<file path="src/rtl/warmup_ctr.sv">
module warmup_ctr #(
  parameter int CNT_W = 14,
  parameter int CMP_W = 8,
  parameter int DIV_W = 3
) (
  input  logic                       clk,
  input  logic                       rst_n,
  input  logic                       hf_tick,
  input  logic                       lf_tick,
  input  logic                       src_sel,
  input  logic [$clog2(DIV_W+1)-1:0] div_sel,
  input  logic [CMP_W-1:0]           cmp_val,
  input  logic                       cnt_clr,
  input  logic                       start,
  output logic                       cpu_en,
  output logic                       wu_irq
);
  logic [DIV_W-1:0] pre;
  logic [DIV_W-1:0] mask;
  logic [CNT_W-1:0] cnt;
  logic [CMP_W-1:0] target;
  logic             busy;
  logic             src, step, hit;

  assign src    = src_sel ? lf_tick : hf_tick;
  assign mask   = DIV_W'(({{DIV_W{1'b0}}, 1'b1} << div_sel) - 1'b1);
  assign step   = busy & src & ((pre & mask) == mask);
  assign target = (cmp_val == '0) ? '1 : cmp_val;
  assign hit    = busy & (cnt[CNT_W-1 -: CMP_W] == target);

  always_ff @(posedge clk or negedge rst_n) begin
    if (!rst_n) begin
      pre    <= '0;
      cnt    <= '0;
      busy   <= 1'b1;
      cpu_en <= 1'b0;
      wu_irq <= 1'b0;
    end else begin
      wu_irq <= 1'b0;
      if (start) begin
        pre    <= '0;
        cnt    <= '0;
        busy   <= 1'b1;
        cpu_en <= 1'b0;
      end else if (cnt_clr) begin
        pre <= '0;
        cnt <= '0;
      end else if (hit) begin
        busy   <= 1'b0;
        cpu_en <= 1'b1;
        wu_irq <= 1'b1;
      end else if (busy) begin
        if (src)  pre <= pre + 1'b1;
        if (step) cnt <= cnt + 1'b1;
      end
    end
  end
endmodule

</file>
<file path="config.mk">
export PLATFORM = sky130hd
export DESIGN_NAME = warmup_ctr
export DESIGN_NICKNAME = d
export VERILOG_FILES = /design/src/rtl/warmup_ctr.sv
export SDC_FILE = /design/constraint.sdc
export NUM_CORES = 1
export LEC_CHECK = 0
export ABC_AREA = 0
export BUFFER_PORTS_ARGS = -buffer_cell sky130_fd_sc_hd__buf_2
export CAP_MARGIN = 5
export CORE_ASPECT_RATIO = 0.6
export CORE_MARGIN = 3
export CORE_UTILIZATION = 60
export CTS_CLUSTER_SIZE = 12
export DETAILED_ROUTE_END_ITERATION = 7
export PLACE_DENSITY = 0.79
export SLEW_MARGIN = 20
export SYNTH_ARGS = -nofsm -noshare
export SYNTH_HDL_FRONTEND = slang
export SYNTH_SLANG_ARGS = --single-unit
</file>
<file path="constraint.sdc">
create_clock -name clk -period 4.4 [get_ports clk]
set_input_delay 0.66 -clock clk [delete_from_list [all_inputs] [get_ports clk]]
set_output_delay 0.66 -clock clk [all_outputs]
set_load 0.005 [all_outputs]
</file>
==> results.md <==
* Run status: completed
* Syn Std Cell Area at 1430 um2
* Routed met1 length at 1590 um
* Final Non-Filler Cells at 201
* Worst slack, placed at 1420 ps
* Fin crit share at 62.2%
* CTS tree: done
* Clock sink total at 20
* Row count at 12
* Post CTS Setup Buffer Count at 0
* WS Path Type: input port to flop
* CTS Buf Count at 3
* Critical Path RT at 4540 ps
* Cells after synthesis at 158
* Count leader, synth: dfrtp_1
* Setup crit end kind: flop
* Die area at 3020 um2
* Cell variety after synth at 50
* Avg Inst Size Synth at 9.02 um2
* Final Hold Fails at 0
* VDD IR max at 156 uV
* CTS root buffer: clkbuf_8
* Final min period at 2740 ps
* Global Route Usage Sum at 27.1%
* Unrepaired setup endpoints after global routing: false
* Layout cells sized above 1 at 19.7%
* Initial drt markers at 99
* DP HPWL at 2690 um
* Fillers at 162
* Sequential fraction of the synthesis area at 35.2%
* # IOs at 19
* Syn Nets at 177
* Fin Clk Skew at 9.03 ps
* Pwr/cell area at 236 nW/um2
* EDFF count, synth at 0
* Quantity of hold-fixing buffers added after cts at 0
* Met3 WL post-DR at 331 um
* Commonest cells post-synth: 19 x dfrtp_1, 15 x a21oi_1, 13 x nor2_1
* Max frequency at 366 MHz
* Drt drc at 0
* CTS H-tree lvls at 1
* Multi-input logic area at 848 um2
* GP Congestion at 0.850
* Top cells by area, synth: dfrtp_1 33%, a21oi_1 5.3%, o31ai_1 4.7%, or4_1 4.7%, nor2_1 3.4%
* Core area at 2040 um2
* Initial antenna violation count at 0
* Max stage delay cell, worst path: o21ai_2
* Critical path, cell by cell: buf_2 -> nor4_4 -> a21oi_1 -> xor2_1 -> o311ai_4 -> o21ai_2 -> nor3_1 -> mux2i_1
* DIE WIDTH at 68.9 um
* Worst-path clk slew at 80 ps
* Worst Tran Pin Value at 733 ps
* Clk_lat worst skew at 270 ps
* Max-Cap Viols at 0
* First-pass GRT wire length at 6110 um
* Met2 routed WL at 1550 um
* WL final at 3510 um
* Pleak at 0.592 nW
* Vias post-DR at 1336
* Synth area leader: dfrtp_1
* Seq. cell area at 502 um2
* Setup crit start kind: input port
* CTS resizes at 0
* Total grt overflow at 0
* Ant diodes at 0
* Final TNS setup at 0 ps
* Ys flop type: dfrtp_1
* Port bufs at 18
* Start point of the critical path: cmp_val[0]
* PnR Total Power at 0.363 mW
* Worst setup margin at 1660 ps
* Async S/R FF share, synth at 100%
* Initial Util at 69.8%
* Pre-antenna DRT Iters at 4
* Max Buffers Root-to-Sink at 2
* Yosys top cell area share at 33.4%
* Top Metal Used: met4
* Worst-path fanout max at 21
* Min-Delay Path Class: input port to async pin
* Max Slew Vio Count at 0
* #FFs+latches synth at 20
* Per-cell routed wire length at 17.4 um
* Die height at 43.8 um
* Antenna viol nets, final at 0
* Synth-to-Final Area Change at 7.99%
* Fin nets at 193
* RR Startpoint: cnt[7]$_DFFE_PN0P_
* Vias in the first global route at 1274
* Dpl cells at 197
* CP peak stage delay at 610 ps
* Via density at 6.65
* Max-Slew Margin vs Limit at 51.1%
* Largest net degree at the start of global routing at 22
* Ys Warns at 0
* Critical path data arrival time at 2870 ps
* Final setup fails at 0
-- path summary, 6_finish.rpt --
path                       cells after the start                  to  slack [ps]
hold / removal                                 1  cnt[4]$_DFFE_PN0P_         320
min in group clk                               2    busy$_DFFE_PN1P_         500
hold reg to reg                                2    busy$_DFFE_PN1P_         500
setup reg to reg                               7  cnt[8]$_DFFE_PN0P_        1870
max in group asynchronous                      1    busy$_DFFE_PN1P_        3730
setup / recovery                               8  cnt[8]$_DFFE_PN0P_        1660
-- state kept, by name, summed over array words and instances, names as in the netlist --
register  flops
wu_irq        1
cnt          14
pre           3
busy          1
cpu_en        1
-- cell usage in the layout, fill, tap and decap left out, types with 2 or more instances in the layout --
cell type  instances
dfrtp_1           19
buf_2             18
a21oi_1           15
nor2_1            13
nand2_1           11
o31ai_1            9
or4_1              9
nand3_1            7
nand2b_1           6
inv_1              5
nor3_1             4
xnor2_1            4
and3_1             3
clkbuf_8           3
nor4_2             2
nor2b_1            2
nor4_1             2
xor2_1             2
o21ai_0            2
mux2i_1            2
o21ai_1            2
or3_1              2
and2_1             2
nand4_1            2
a211oi_1           2
ha_1               2
-- metrics by stage --
stage	instance area, um2	hold WS, ps	util, %
after global placement	1490	497	73.2
after CTS	1540	345	75.4
after detailed placement	1490	487	73.2
after global routing	1540	355	75.4
after floorplan	1430	364	-
final	1540	324	75.4
-- power by group --
group	internal, mW	switching (mW)
Combinational	0.0161	0.0339
Sequential	0.185	0.00104
Clock	0.0646	0.0628
Total	0.265	0.0977
-- area by class of cell --
type / instances / area share, %
flip-flops and latches: 20 / 32.6
multi-input cells: 126 / 55.1
repair buffers: 18 / 5.85
inverters: 5 / 1.22
clock buffers: 4 / 2.93
well taps: 28 / 2.28
-- critical path: cells and delay by family --
family / cells / cell delay [ps]
buffers and inverters: 1 / 160
AO/OA/AOI/OAI: 3 / 960
multiplexers: 1 / 160
AND/OR/NAND/NOR: 2 / 600
XOR/XNOR: 1 / 330
-- per-layer routing --
layer	GRT usage, %	up-vias
met1	37.5	636
met4	6.59	0
met2	42.0	67
li1	-	627
met3	7.25	6
met5	0	-
-- logic make-up (layout without fill, tap and decap cells) --
group | count (synthesis) | in the layout | share of synthesized area (%)
AO/OA/AOI/OAI | 43 | 43 | 21.4
XOR/XNOR | 6 | 6 | 3.69
adder cells (fa/ha/maj) | 2 | 2 | 1.76
buffers and inverters | 12 | 27 | 5.27
flip-flops | 20 | 20 | 35.2
multiplexers | 3 | 3 | 2.19
AND/OR/NAND/NOR | 72 | 72 | 30.5
Note: power is estimated with default switching activity, not from simulation.
